$ cat src/rtl/tk_i2c_pkg.sv
package tk_i2c_pkg;

   typedef enum logic [3:0] {
      ST_IDLE,
      ST_DEV,
      ST_DEV_ACK,
      ST_PTR,
      ST_PTR_ACK,
      ST_WR,
      ST_WR_ACK,
      ST_TX,
      ST_TX_ACK,
      ST_HOLD
   } slv_state_e;

   localparam int unsigned BYTE_W = 8;

endpackage

$ cat src/rtl/tk_i2c_sync_edge.sv
module tk_i2c_sync_edge #(
   parameter int unsigned STAGES = 2
) (
   input  logic clk,
   input  logic rst_n,
   input  logic scl_i,
   input  logic sda_i,
   output logic sda_s_o,
   output logic scl_rise_o,
   output logic scl_fall_o,
   output logic start_o,
   output logic stop_o
);

   generate
      if (STAGES < 2) begin : g_bad_stages
         $error("tk_i2c_sync_edge: STAGES must be at least 2");
      end
   endgenerate

   logic [STAGES-1:0] scl_ff, sda_ff;
   logic              scl_d, sda_d;
   logic              scl_s, sda_s;

   assign scl_s = scl_ff[STAGES-1];
   assign sda_s = sda_ff[STAGES-1];

   always_ff @(posedge clk or negedge rst_n) begin
      if (!rst_n) begin
         scl_ff <= '1;
         sda_ff <= '1;
         scl_d  <= 1'b1;
         sda_d  <= 1'b1;
      end else begin
         scl_ff <= {scl_ff[STAGES-2:0], scl_i};
         sda_ff <= {sda_ff[STAGES-2:0], sda_i};
         scl_d  <= scl_s;
         sda_d  <= sda_s;
      end
   end

   assign sda_s_o    = sda_s;
   assign scl_rise_o = scl_s & ~scl_d;
   assign scl_fall_o = ~scl_s & scl_d;
   assign start_o    = scl_s & scl_d & sda_d & ~sda_s;
   assign stop_o     = scl_s & scl_d & ~sda_d & sda_s;

endmodule

$ cat src/rtl/tk_i2c_snapshot.sv
module tk_i2c_snapshot #(
   parameter int unsigned CLK_REGS = 8
) (
   input  logic                    clk,
   input  logic                    rst_n,
   input  logic                    hold_i,
   input  logic [CLK_REGS*8-1:0]   live_i,
   output logic [CLK_REGS*8-1:0]   snap_o
);

   genvar gi;
   generate
      for (gi = 0; gi < CLK_REGS; gi++) begin : g_byte
         always_ff @(posedge clk or negedge rst_n) begin
            if (!rst_n)
               snap_o[gi*8 +: 8] <= '0;
            else if (!hold_i)
               snap_o[gi*8 +: 8] <= live_i[gi*8 +: 8];
         end
      end
   endgenerate

endmodule

$ cat src/rtl/tk_i2c_engine.sv
module tk_i2c_engine
   import tk_i2c_pkg::*;
#(
   parameter int unsigned ADDR_W   = 6,
   parameter int unsigned CLK_REGS = 8,
   parameter logic [6:0]  DEV_ADDR = 7'h68
) (
   input  logic              clk,
   input  logic              rst_n,
   input  logic              scl_rise_i,
   input  logic              scl_fall_i,
   input  logic              start_i,
   input  logic              stop_i,
   input  logic              sda_s_i,
   input  logic [7:0]        tx_byte_i,
   output logic [ADDR_W-1:0] ptr_o,
   output logic              sda_oe_o,
   output logic              wr_en_o,
   output logic [ADDR_W-1:0] wr_addr_o,
   output logic [7:0]        wr_data_o,
   output logic              frz_o,
   output logic              hold_o
);

   slv_state_e        st_q;
   logic [3:0]        bcnt_q;
   logic [7:0]        sh_q;
   logic [ADDR_W-1:0] ptr_q;
   logic [ADDR_W-1:0] ptr_inc;
   logic              oe_q, wr_q, frz_q, rd_q, mack_q;
   logic [ADDR_W-1:0] wa_q;
   logic [7:0]        wd_q;
   logic              in_clk, inc_in_clk;

   assign ptr_inc    = ptr_q + 1'b1;
   assign in_clk     = (int'(ptr_q) < int'(CLK_REGS));
   assign inc_in_clk = (int'(ptr_inc) < int'(CLK_REGS));

   always_ff @(posedge clk or negedge rst_n) begin
      if (!rst_n) begin
         st_q   <= ST_IDLE;
         bcnt_q <= '0;
         sh_q   <= '0;
         ptr_q  <= '0;
         oe_q   <= 1'b0;
         wr_q   <= 1'b0;
         frz_q  <= 1'b0;
         rd_q   <= 1'b0;
         mack_q <= 1'b0;
         wa_q   <= '0;
         wd_q   <= '0;
      end else begin
         wr_q <= 1'b0;
         if (stop_i) begin
            st_q  <= ST_IDLE;
            oe_q  <= 1'b0;
            frz_q <= 1'b0;
         end else if (start_i) begin
            st_q   <= ST_DEV;
            bcnt_q <= '0;
            oe_q   <= 1'b0;
         end else begin
            unique case (st_q)
               ST_DEV, ST_PTR, ST_WR: begin
                  if (scl_rise_i) begin
                     sh_q   <= {sh_q[6:0], sda_s_i};
                     bcnt_q <= bcnt_q + 4'd1;
                  end else if (scl_fall_i && bcnt_q == 4'd8) begin
                     bcnt_q <= '0;
                     if (st_q == ST_DEV) begin
                        if (sh_q[7:1] == DEV_ADDR) begin
                           oe_q <= 1'b1;
                           rd_q <= sh_q[0];
                           st_q <= ST_DEV_ACK;
                        end else begin
                           st_q <= ST_HOLD;
                        end
                     end else if (st_q == ST_PTR) begin
                        ptr_q <= sh_q[ADDR_W-1:0];
                        oe_q  <= 1'b1;
                        st_q  <= ST_PTR_ACK;
                     end else begin
                        wr_q <= 1'b1;
                        wa_q <= ptr_q;
                        wd_q <= sh_q;
                        oe_q <= 1'b1;
                        st_q <= ST_WR_ACK;
                     end
                  end
               end
               ST_DEV_ACK: begin
                  if (scl_fall_i) begin
                     bcnt_q <= '0;
                     if (rd_q) begin
                        sh_q <= tx_byte_i;
                        oe_q <= ~tx_byte_i[7];
                        st_q <= ST_TX;
                        if (in_clk) frz_q <= 1'b1;
                     end else begin
                        oe_q <= 1'b0;
                        st_q <= ST_PTR;
                     end
                  end
               end
               ST_PTR_ACK: begin
                  if (scl_fall_i) begin
                     oe_q <= 1'b0;
                     st_q <= ST_WR;
                  end
               end
               ST_WR_ACK: begin
                  if (scl_fall_i) begin
                     oe_q  <= 1'b0;
                     ptr_q <= ptr_inc;
                     st_q  <= ST_WR;
                  end
               end
               ST_TX: begin
                  if (scl_rise_i) begin
                     bcnt_q <= bcnt_q + 4'd1;
                  end else if (scl_fall_i) begin
                     if (bcnt_q == 4'd8) begin
                        oe_q <= 1'b0;
                        st_q <= ST_TX_ACK;
                     end else begin
                        sh_q <= {sh_q[6:0], 1'b0};
                        oe_q <= ~sh_q[6];
                     end
                  end
               end
               ST_TX_ACK: begin
                  if (scl_rise_i) begin
                     mack_q <= ~sda_s_i;
                     if (!sda_s_i) begin
                        ptr_q <= ptr_inc;
                        if (!inc_in_clk) frz_q <= 1'b0;
                     end
                  end else if (scl_fall_i) begin
                     if (mack_q) begin
                        bcnt_q <= '0;
                        sh_q   <= tx_byte_i;
                        oe_q   <= ~tx_byte_i[7];
                        st_q   <= ST_TX;
                        if (in_clk) frz_q <= 1'b1;
                     end else begin
                        st_q <= ST_HOLD;
                     end
                  end
               end
               default: ;
            endcase
         end
      end
   end

   assign ptr_o     = ptr_q;
   assign sda_oe_o  = oe_q;
   assign wr_en_o   = wr_q;
   assign wr_addr_o = wa_q;
   assign wr_data_o = wd_q;
   assign frz_o     = frz_q;
   assign hold_o    = (st_q == ST_HOLD);

endmodule

$ cat src/rtl/tk_i2c_regslave.sv
module tk_i2c_regslave #(
   parameter int unsigned ADDR_W      = 6,
   parameter int unsigned CLK_REGS    = 8,
   parameter int unsigned SYNC_STAGES = 2,
   parameter logic [6:0]  DEV_ADDR    = 7'h68
) (
   input  logic                  clk,
   input  logic                  rst_n,
   input  logic                  scl_i,
   input  logic                  sda_i,
   output logic                  sda_oe_o,
   input  logic [CLK_REGS*8-1:0] live_clk_i,
   output logic [CLK_REGS*8-1:0] snap_o,
   output logic [ADDR_W-1:0]     rd_addr_o,
   input  logic [7:0]            rd_data_i,
   output logic                  wr_en_o,
   output logic [ADDR_W-1:0]     wr_addr_o,
   output logic [7:0]            wr_data_o
);

   localparam int unsigned SPACE = 1 << ADDR_W;

   generate
      if (ADDR_W < 3 || ADDR_W > 8) begin : g_bad_addr
         $error("tk_i2c_regslave: ADDR_W must be 3..8");
      end
      if (CLK_REGS < 1 || CLK_REGS >= SPACE) begin : g_bad_regs
         $error("tk_i2c_regslave: CLK_REGS must leave room for RAM");
      end
   endgenerate

   logic              sda_s, scl_rise, scl_fall, start_det, stop_det;
   logic [ADDR_W-1:0] ptr;
   logic              frz, hold_w;
   logic [7:0]        snap_sel, tx_byte;

   tk_i2c_sync_edge #(.STAGES(SYNC_STAGES)) u_sync (
      .clk(clk), .rst_n(rst_n), .scl_i(scl_i), .sda_i(sda_i),
      .sda_s_o(sda_s), .scl_rise_o(scl_rise), .scl_fall_o(scl_fall),
      .start_o(start_det), .stop_o(stop_det)
   );

   tk_i2c_snapshot #(.CLK_REGS(CLK_REGS)) u_snap (
      .clk(clk), .rst_n(rst_n), .hold_i(frz),
      .live_i(live_clk_i), .snap_o(snap_o)
   );

   always_comb begin
      snap_sel = '0;
      for (int i = 0; i < int'(CLK_REGS); i++)
         if (int'(ptr) == i) snap_sel = snap_o[i*8 +: 8];
   end

   assign tx_byte   = (int'(ptr) < int'(CLK_REGS)) ? snap_sel : rd_data_i;
   assign rd_addr_o = ptr;

   tk_i2c_engine #(
      .ADDR_W(ADDR_W), .CLK_REGS(CLK_REGS), .DEV_ADDR(DEV_ADDR)
   ) u_eng (
      .clk(clk), .rst_n(rst_n),
      .scl_rise_i(scl_rise), .scl_fall_i(scl_fall),
      .start_i(start_det), .stop_i(stop_det), .sda_s_i(sda_s),
      .tx_byte_i(tx_byte), .ptr_o(ptr), .sda_oe_o(sda_oe_o),
      .wr_en_o(wr_en_o), .wr_addr_o(wr_addr_o), .wr_data_o(wr_data_o),
      .frz_o(frz), .hold_o(hold_w)
   );

endmodule

$ cat config.mk
export PLATFORM = sky130hd
export DESIGN_NAME = tk_i2c_regslave
export DESIGN_NICKNAME = d
export VERILOG_FILES = /design/src/rtl/tk_i2c_pkg.sv /design/src/rtl/tk_i2c_sync_edge.sv /design/src/rtl/tk_i2c_snapshot.sv /design/src/rtl/tk_i2c_engine.sv /design/src/rtl/tk_i2c_regslave.sv
export SDC_FILE = /design/constraint.sdc
export NUM_CORES = 1
export LEC_CHECK = 0
export BUFFER_PORTS_ARGS = -buffer_cell sky130_fd_sc_hd__buf_2
export CAP_MARGIN = 20
export CORE_MARGIN = 3
export CORE_UTILIZATION = 57
export CTS_CLUSTER_SIZE = 14
export DETAILED_ROUTE_END_ITERATION = 6
export GPL_ROUTABILITY_DRIVEN = 0
export GPL_TIMING_DRIVEN = 0
export PLACE_DENSITY = 0.86
export SETUP_SLACK_MARGIN = 0.15
export SYNTH_ARGS = -nofsm -noshare
export SYNTH_HDL_FRONTEND = slang
export SYNTH_SLANG_ARGS = --single-unit
$ cat constraint.sdc
create_clock -name clk -period 5.9 [get_ports clk]
set_input_delay 1.18 -clock clk [delete_from_list [all_inputs] [get_ports clk]]
set_output_delay 1.18 -clock clk [all_outputs]
set_load 0.03 [all_outputs]
==> metrics.yaml, run 1 <==
clock_network:
  cts_buffers: 9
  ctsHoldBuffers: 0
  clock_latency_ns: 0.38
  clockRootBuffer: "clkbuf_8"
  post_cts_buffers: 0
  cts_tree: "built"
  ctsResizeCount: 0
  cts_buffer_depth: 2
  clkTransAtPathRegs_ns: 0.11
  htreeDepth: 3
  cts.sinks: 111
sta:
  fmax_mhz: 341
  fin_crit_ns: 2.93
  hold_violations: 0
  drv_slew: 0
  setup_tns_ns: 0
  hold_slack_ns: 0.362
  setup_viol: 0
  rsz0062_at_grt: "no"
  finalCritPeriodShare_pct: 49.7
  final.setup_skew_ns: 0.0108
  max_slew.worst_pin.slew_ns: 0.895
  slew_headroom_pct: 39.5
yosys:
  synth-main-ff-cell: "dfrtp_1"
  synth_top_area_share_pct: 45.2
  yosysWarningCount: 0
  ys_ff_latch: 111
  post_synth_num_cell_types: 63
  syn_area_um2: 5810
  ys_top_cells_by_area: "dfrtp_1, mux2_2, a21oi_1"
  synth_enable_flop_cells: 0
  synthArstFlopShare_pct: 100
  syn_avg_cell_area_um2: 10.4
  synth_top_area_cell: "dfrtp_1"
  synthCells: 558
  synth-seq-area-share_pct: 47.9
  syn_nets: 643
floorplanning:
  rows: 36
  fp.dieH_um: 107
  ios: 162
  fp.dieW_um: 107
  start_util_pct: 58.9
  fp.coreArea_um2: 9860
  die_area_um2: 11400
worst_setup_path:
  crit_required_ns: 6.22
  crit_path_end_kind: "flop"
  cp_max_fo: 10
  crit_arrival_ns: 3.26
  start_kind: "flop"
  rrSetupSlack_ns: 2.97
  crit_type: "flop to flop"
global_routing:
  grt_overflow_total: 0
  grt_max_degree: 72
  antenna_found_initial: 0
  grt_use_total_pct: 29.8
  grt_pass1_vias: 5217
  grt_pass1_wl_um: 26700
route:
  wl_met3_um: 1560
  top_layer: "met4"
  dr_wl_met2_um: 8510
  final_antenna_net_count: 0
  wire_per_inst_um: 19.5
  viasPerCell: 6.20
  routed_wl_um: 17000
  dr.pass1.iters: 6
  route.detailed.drc: 0
  num_vias: 5394
  wl_met1_um: 6410
  drt_iter0_markers: 525
placement:
  io_buffers: 161
  dp_hpwl_um: 12900
layout:
  final_layout_size_suffix_gt1_share_pct: 37.9
  final_common_cell: "buf_2"
  multi_input_area_um2: 2800
  mostFrequentLayoutCells: "buf_2, dfrtp_1, mux2_2"
  seqCellArea_um2: 2790
  fillerInstances: 725
  syn_to_final_growth_pct: 20.8
  fin_nets: 817
  diodes: 0
power_and_ir_drop:
  ir_drop_v: 0.000261
  power_density_nw_per_um2: 426
  leakage_nw: 3.20
hold_path:
  min_path_type: "flop to flop"
run:
  cap_violations: 0
outcome:
  status: "complete, no violations"
cell type report:
class	instances	share of cell area (%)
Buffer	39	2.33
Clock buffer	10	1.82
Clock inverter	6	1.02
Inverter	16	0.855
Multi-Input combinational cell	392	39.9
Sequential cell	111	39.7
Tap cell	133	2.37
Timing Repair Buffer	163	12.0
per-stage QoR:
| stage | power, W | cell area (um2) | utilization (%) | cells | setup WS, ns |
|---|---|---|---|---|---|
| floorplan | 0.00205 | 5810 | - | 558 | 3.38 |
| global placement | 0.00244 | 6780 | 68.8 | 852 | 2.47 |
| detailed placement | 0.00250 | 6820 | 69.2 | 854 | 3.01 |
| CTS | 0.00297 | 7020 | 71.2 | 870 | 2.98 |
| global route | 0.00314 | 7020 | 71.2 | 870 | 2.69 |
| finish | 0.00299 | 7020 | 71.2 | 870 | 2.97 |
cells by family after synthesis:
| logic type | count (synthesis) | synth area share [%] |
|---|---|---|
| AND/OR/NAND/NOR | 170 | 15.2 |
| AO/OA/AOI/OAI | 127 | 14.6 |
| flip-flops | 111 | 47.9 |
| multiplexers | 84 | 16.2 |
| buffers and inverters | 55 | 3.85 |
| adder cells (fa/ha/maj) | 9 | 1.94 |
| XOR/XNOR | 2 | 0.302 |
state kept, by name, indices dropped and copies added, names as in the netlist, 2 cells and up:
signal and cells:
u_snap.snap_o 64, u_eng.sh_q 8, u_eng.wr_data_o 8, u_eng.ptr_o 6, u_eng.wr_addr_o 6, u_eng.bcnt_q 4, u_eng.st_q 4, u_sync.scl_ff 2
u_sync.sda_ff 2
worst paths after layout:
check                                         to  cells after the start              from
worst max-delay path               u_eng.sh_q[5]                      7    u_eng.ptr_o[5]
worst min-delay path            u_sync.scl_ff[1]                      0  u_sync.scl_ff[0]
worst max register to register     u_eng.sh_q[5]                      7    u_eng.ptr_o[5]
worst min register to register  u_sync.scl_ff[1]                      0  u_sync.scl_ff[0]
max in group asynchronous          u_eng.sh_q[5]                      2             rst_n
min in group asynchronous        u_eng.bcnt_q[1]                      1             rst_n
cells in the mapped netlist (9+ instances only):
cell	n
a21oi_1	32
a221oi_1	9
clkbuf_1	29
dfrtp_1	105
ha_1	9
inv_1	16
mux2_2	81
nand2_1	35
nand3_1	14
nor2_1	39
nor3_1	18
o21ai_0	22
where the power goes:
group	leakage (nW)	internal (W)	switching, W	total (W)
Clock	0.0984	0.000201	0.000272	0.000473
Combinational	1.78	0.000473	0.000885	0.00136
Sequential	1.32	0.000955	0.000206	0.00116
critical path, stage by stage (launching register included):
cell and delay (ns):
dfrtp_1 0.42, buf_2 0.20, nor4b_1 0.80, nand2_1 0.43, nand3b_1 0.19, o21ai_0 0.09
a2111oi_0 0.52, o22a_1 0.22
per-layer routing:
layer	vias to the layer above	GRT usage, %
met1	2603	38.3
met3	53	6.44
met5	-	0
met4	0	10.7
li1	2397	-
met2	341	50.0
No activity file was read; power rests on OpenSTA's default activity.
==> run 2: changes to the inputs <==
--- a/config.mk
+++ b/config.mk
@@ -8,12 +8,12 @@
 export BUFFER_PORTS_ARGS = -buffer_cell sky130_fd_sc_hd__buf_2
 export CAP_MARGIN = 20
 export CORE_MARGIN = 3
-export CORE_UTILIZATION = 57
+export CORE_UTILIZATION = 53
 export CTS_CLUSTER_SIZE = 14
 export DETAILED_ROUTE_END_ITERATION = 6
 export GPL_ROUTABILITY_DRIVEN = 0
 export GPL_TIMING_DRIVEN = 0
-export PLACE_DENSITY = 0.86
+export PLACE_DENSITY = 0.81
 export SETUP_SLACK_MARGIN = 0.15
 export SYNTH_ARGS = -nofsm -noshare
 export SYNTH_HDL_FRONTEND = slang
==> constraint.sdc (replaced) <==
create_clock -name clk -period 2.7 [get_ports clk]
set_input_delay 0.54 -clock clk [delete_from_list [all_inputs] [get_ports clk]]
set_output_delay 0.54 -clock clk [all_outputs]
set_load 0.03 [all_outputs]
==> metrics.yaml, run 2 (synthesized netlist as in run 1, its figures left out) <==
outcome:
  status: "complete, no violations"
sta:
  final.setup_skew_ns: 0.0127  # +0.00185 ns
  drv_slew: 0  # unchanged
  max_slew.worst_pin.slew_ns: 0.669  # -0.226 ns
  rsz0062_at_grt: "yes"
  fmax_mhz: 397  # +17%
  finalCritPeriodShare_pct: 93.2  # +43 points
  slew_headroom_pct: 55.4  # +16 points
  setup_tns_ns: 0  # unchanged
  fin_crit_ns: 2.52  # -0.417 ns
  setup_viol: 0  # unchanged
  hold_violations: 0  # unchanged
floorplanning:
  fp.dieH_um: 111  # +3.5%
  die_area_um2: 12300  # +7.1%
  fp.dieW_um: 111  # +3.5%
  fp.coreArea_um2: 10500  # +6.5%
  rows: 37  # +2.8%
  start_util_pct: 55.3  # -3.6 points
  ios: 162  # unchanged
placement:
  dpl_cell_area_um2: 6830  # about the same
  dp_hpwl_um: 13100  # +1.3%
  io_buffers: 161  # unchanged
clock_network:
  clkTransAtPathRegs_ns: 0.10  # about the same
  cts_buffers: 9  # unchanged
  cts_buffer_depth: 2  # unchanged
  cts.sinks: 111  # unchanged
  clockRootBuffer: "clkbuf_8"
  clock_latency_ns: 0.39  # about the same
  cts_tree: "built"
  htreeDepth: 3  # unchanged
route:
  routed_wl_um: 17400  # +2.2%
  route.detailed.drc: 0  # unchanged
  drt_iter0_markers: 363  # -31%
  wire_per_inst_um: 19.8  # +1.2%
  num_vias: 5343  # -0.95%
  final_antenna_net_count: 0  # unchanged
  viasPerCell: 6.08  # -2.0%
  dr.pass1.iters: 5  # -1
global_routing:
  grt_overflow_total: 0  # unchanged
  grt_use_met3_pct: 7.37  # +0.93 points
  grt_pass1_wl_um: 28400  # +6.3%
  grt_util_met1_pct: 35.3  # -3.0 points
  use_met2_pct: 47.8  # -2.1 points
  grt_pass1_vias: 5428  # +4.0%
  grt-busiest-layer: "met2"
  grt_use_total_pct: 28.3  # -1.6 points
  grt_max_degree: 63  # -13%
  antenna_found_initial: 0  # unchanged
worst_setup_path:
  cp_max_fo: 10  # unchanged
  crit_required_ns: 3.01  # -3.21 ns
  crit_type: "flop to flop"
  rrSetupSlack_ns: 0.18  # -2.78 ns
  crit_arrival_ns: 2.83  # -0.43 ns
  start_kind: "flop"
  crit_path_end_kind: "flop"
power_and_ir_drop:
  ir_drop_v: 0.000635  # +140%
  combPwrFrac_pct: 46.7  # +1.3 points
  clkPwrFrac_pct: 14.3  # -1.5 points
  leakage_nw: 3.25  # +1.6%
  power_density_nw_per_um2: 911  # +110%
  p_switching_w: 0.00301  # +120%
  swShare_pct: 46.2  # +0.66 points
  seq_power_share_pct: 39.0  # +0.2 points
  internal-power_w: 0.00351  # +120%
layout:
  final_common_cell: "buf_2"
  largest_reg_flops: 64  # unchanged
  top_register: "u_snap.snap_o"
  stdcell_area_um2: 7160  # +2.0%
  diodes: 0  # unchanged
  final_layout_size_suffix_gt1_share_pct: 41.0  # +3.2 points
  fin_nets: 823  # +0.73%
  syn_to_final_growth_pct: 23.3
  mostFrequentLayoutCells: "buf_2, dfrtp_1, mux2_2"
run:
  cap_violations: 0  # unchanged
hold_path:
  min_path_type: "input pin to asynchronous set/reset pin"
-- run 2: routing by layer --
metal  vias to the layer above  wire length (um)
met5                         -                 0
met4                         0               384
met3                        36              1400
met2                       269              8860
met1                      2626              6730
li1                       2412                 -
-- run 2: final timing paths --
kind                                   from                end  depth (start not counted)
min reg2reg                u_sync.sda_ff[0]   u_sync.sda_ff[1]                          0
max                          u_eng.ptr_o[3]      u_eng.sh_q[6]                          8
max reg2reg                  u_eng.ptr_o[3]      u_eng.sh_q[6]                          8
max in group asynchronous             rst_n  u_snap.snap_o[15]                          2
min                                   rst_n    u_eng.bcnt_q[0]                          1
min in group clk                      scl_i   u_sync.scl_ff[0]                          1
-- run 2: per-stage QoR --
stage	hold slack [ns]	instances	setup slack [ns]	power (W)	util, %
after detailed placement	0.350	857	-0.167	0.00545	65.0
final	0.159	879	0.184	0.00652	68.2
after floorplan	0.244	558	0.180	0.00448	-
after global placement	0.347	855	-0.0871	0.00535	64.6
after global routing	0.194	879	0.114	0.00690	68.2
after CTS	0.165	877	0.149	0.00641	67.3
-- run 2: worst max-delay path, cell delays in order, from the launching register on --
cell      delay (ns)
dfrtp_1         0.49
or3_1           0.38
clkbuf_1        0.24
nor3_4          0.29
buf_4           0.19
a221oi_1        0.08
a211oi_1        0.38
o211ai_1        0.18
a31oi_1         0.21
-- run 2: power by group through the flow --
| stage | sequential [W] | combinational (W) | clock (W) |
|---|---|---|---|
| floorplan | 0.00306 | 0.00142 | 0 |
| global placement | 0.00253 | 0.00281 | 0 |
| detailed placement | 0.00255 | 0.00290 | 0 |
| CTS | 0.00253 | 0.00294 | 0.000946 |
| global route | 0.00260 | 0.00328 | 0.00102 |
| finish | 0.00255 | 0.00304 | 0.000934 |
-- run 2: cell type report --
cell class,count,area (um2)
Multi-Input combinational cell,392,2910
Inverter,16,60.1
Buffer,39,175
Clock buffer,11,131
Timing Repair Buffer,169,892
Tap cell,136,170
Clock inverter,5,40.0
Fill cell,779,3350
Sequential cell,111,2790
-- run 2: repair_timing --
action	CTS	global route
buffers inserted	4	2
gates resized for setup	9	27
hold buffers	0	0
setup endpoints to repair	17	26
pin swaps	4	2
hold endpoints to repair	0	0
==> run 3: changes to the inputs <==
--- a/config.mk
+++ b/config.mk
@@ -6,9 +6,9 @@
 export NUM_CORES = 1
 export LEC_CHECK = 0
 export BUFFER_PORTS_ARGS = -buffer_cell sky130_fd_sc_hd__buf_2
-export CAP_MARGIN = 20
+export CAP_MARGIN = 30
 export CORE_MARGIN = 3
-export CORE_UTILIZATION = 53
+export CORE_UTILIZATION = 54
 export CTS_CLUSTER_SIZE = 14
 export DETAILED_ROUTE_END_ITERATION = 6
 export GPL_ROUTABILITY_DRIVEN = 0
@@ -17,4 +17,5 @@
 export SETUP_SLACK_MARGIN = 0.15
 export SYNTH_ARGS = -nofsm -noshare
 export SYNTH_HDL_FRONTEND = slang
+export SYNTH_HIERARCHICAL = 1
 export SYNTH_SLANG_ARGS = --single-unit
==> metrics.yaml, run 3 <==
worst_setup_path:
  crit_required_ns: 2.99  # -0.02 ns
  crit_path_end_kind: "flop"
  crit_start: "u_eng/ptr_o[5]"
  path_delay_family: "simple AND/OR/NAND/NOR gates"
  crit_path_top_delay_cell: "or4_4"
  cp_num_cells: 11  # +3
  cp_max_fo: 5  # -5
  crit_arrival_ns: 2.90  # +0.07 ns
  rrSetupSlack_ns: 0.09  # -0.09 ns
  cp-endpoint: "u_eng/sda_oe_o"
  path_cells: "buf_4 -> or4_4 -> nor2_8 -> inv_2 -> o221ai_1 -> o211ai_1 -> inv_1 -> o211ai_1 -> o211ai_1 -> or4b_1 -> nand3_1"
  worst-path-buf-inv: 3  # +1
  reg2reg_from: "u_eng/ptr_o[5]"
  ff2ff_path_depth: 11  # +3
  critPathMaxStageDelay_ns: 0.55  # +0.06 ns
  r2r-end: "u_eng/sda_oe_o"
  crit_type: "flop to flop"
  crit_path_frequent_cell: "o211ai_1"
  start_kind: "flop"
layout:
  seqCellArea_um2: 2800  # +0.36%
  multi_input_area_um2: 3190  # +9.8%
  stdcell_count: 843  # -4.1%
  final_layout_size_suffix_gt1_share_pct: 52.0  # +11 points
  top_register: "u_snap/snap_o"
  fin_util_pct: 71.0  # +2.8 points
  fin_nets: 776  # -5.7%
  syn_to_final_growth_pct: 25.8
  mostFrequentLayoutCells: "buf_2, dfrtp_1, mux2_4"
  fillerInstances: 729  # -6.4%
  largest_reg_flops: 64  # unchanged
  final_common_cell: "buf_2"
power_and_ir_drop:
  leakage_nw: 3.66  # +12%
  ir_drop_v: 0.000547  # -14%
  power_density_nw_per_um2: 1040  # +14%
sta:
  slew_headroom_pct: 54.3  # -1.1 points
  layout_setup_ws_ns: 0.0934  # -0.0908 ns
  drv_slew: 0  # unchanged
  hold_violations: 0  # unchanged
  fmax_mhz: 384  # -3.5%
  rsz0062_at_grt: "yes"
  fin_crit_ns: 2.61  # +0.0908 ns
  finalCritPeriodShare_pct: 96.5  # +3.4 points
  final.setup_skew_ns: 0.00666  # -0.00603 ns
  setup_viol: 0  # unchanged
  max_slew.worst_pin.slew_ns: 0.683  # +0.0138 ns
placement:
  io_buffers: 161  # unchanged
  dp.cells: 801  # -6.5%
  pre_cts_slack_ns: -0.111  # +0.0559 ns
  dp_hpwl_um: 12800  # -2.4%
hold_path:
  min_path_type: "input pin to asynchronous set/reset pin"
floorplanning:
  fp.dieW_um: 113  # +2.4%
  fp.dieH_um: 113  # +2.4%
  ios: 162  # unchanged
  start_util_pct: 56.4  # +1.1 points
  rows: 38  # +2.7%
  die_area_um2: 12800  # +4.8%
  fp.coreArea_um2: 11000  # +5.0%
global_routing:
  antenna_found_initial: 1  # +1
  grt_max_degree: 63  # unchanged
  grt_pass1_vias: 5329  # -1.8%
  grt_overflow_total: 0  # unchanged
  grt_use_total_pct: 28.1  # -0.17 points
  grt_pass1_wl_um: 28400  # +0.17%
yosys:
  syn_area_um2: 6220  # +7.0%
  synthCells: 499  # -11%
  yosysWarningCount: 6  # +6
  syn_avg_cell_area_um2: 12.5  # +20%
  syn_nets: 578  # -10%
run:
  cap_violations: 0  # unchanged
clock_network:
  cts_buffer_depth: 2  # unchanged
  clkTransAtPathRegs_ns: 0.07  # -0.03 ns
  clockRootBuffer: "clkbuf_16"
  cts.sinks: 111  # unchanged
  htreeDepth: 3  # unchanged
  clock_latency_ns: 0.35  # -0.04 ns
  cts_buffers: 9  # unchanged
  cts_tree: "built"
route:
  viasPerCell: 6.26  # +2.9%
  num_vias: 5273  # -1.3%
  dr.pass1.iters: 7  # +2
  final_antenna_net_count: 0  # unchanged
  drt_iter0_markers: 473  # +30%
  routed_wl_um: 18100  # +4.3%
  wire_per_inst_um: 21.5  # +8.8%
  route.detailed.drc: 0  # unchanged
outcome:
  status: "complete, no violations"
run 3: worst min path at each step:
stage,startpoint,endpoint,slack [ns],cells past startpoint
after detailed placement,u_sync/scl_ff[0],u_sync/scl_ff[1],0.35,0
after CTS,rst_n,u_eng/st_q[2],0.23,1
after floorplan,rst_n,u_eng/bcnt_q[0],0.24,0
after global routing,rst_n,u_eng/st_q[0],0.26,1
after global placement,u_sync/scl_ff[0],u_sync/scl_ff[1],0.35,0
final,rst_n,u_eng/st_q[2],0.21,1
run 3: metrics by stage:
stage | instance area (um2) | hold slack (ns) | total power (W) | TNS [ns]
floorplan | 6220 | 0.244 | 0.00530 | 0
global placement | 7200 | 0.347 | 0.00620 | -9.53
detailed placement | 7230 | 0.347 | 0.00631 | -0.770
CTS | 7710 | 0.229 | 0.00790 | 0
global route | 7830 | 0.258 | 0.00847 | 0
finish | 7830 | 0.213 | 0.00811 | 0
run 3: where the power goes:
part	internal (W)	switching, W	leakage [nW]
Clock	0.000775	0.000618	0.153
Combinational	0.00186	0.00227	2.18
Sequential	0.00207	0.000511	1.33
Total	0.00471	0.00340	3.66
run 3: worst reg2reg max path, cell delays in order, from the launching register on:
cell      delay [ns]
dfrtp_2         0.46
buf_4           0.17
or4_4           0.55
nor2_8          0.12
inv_2           0.07
o221ai_1        0.09
o211ai_1        0.14
inv_1           0.14
o211ai_1        0.12
o211ai_1        0.15
or4b_1          0.45
nand3_1         0.08
run 3: metal layers:
layer,wire [um],share of wire [%],track usage (%),up-vias
li1,-,-,-,2297
met1,7100,39,36.4,2593
met2,8970,50,47.2,333
met3,1480,8.1,5.40,50
met4,575,3.2,10.0,0
met5,0,0,0,-
run 3: cell type report:
class | count | area share (%)
tap | 140 | 2.24
multi-input combinational | 347 | 40.8
clock buffer | 12 | 3.28
clock inverter | 4 | 0.671
timing repair buffer | 187 | 13.1
buffer | 29 | 3.60
sequential | 111 | 35.7
antenna | 1 | 0.0320
inverter | 12 | 0.575
run 3: what timing repair did:
item	in CTS	in global routing
resized for setup	12	15
hold buffers	0	0
pin swaps	2	6
setup endpoints to repair	21	23
buffers inserted	17	8
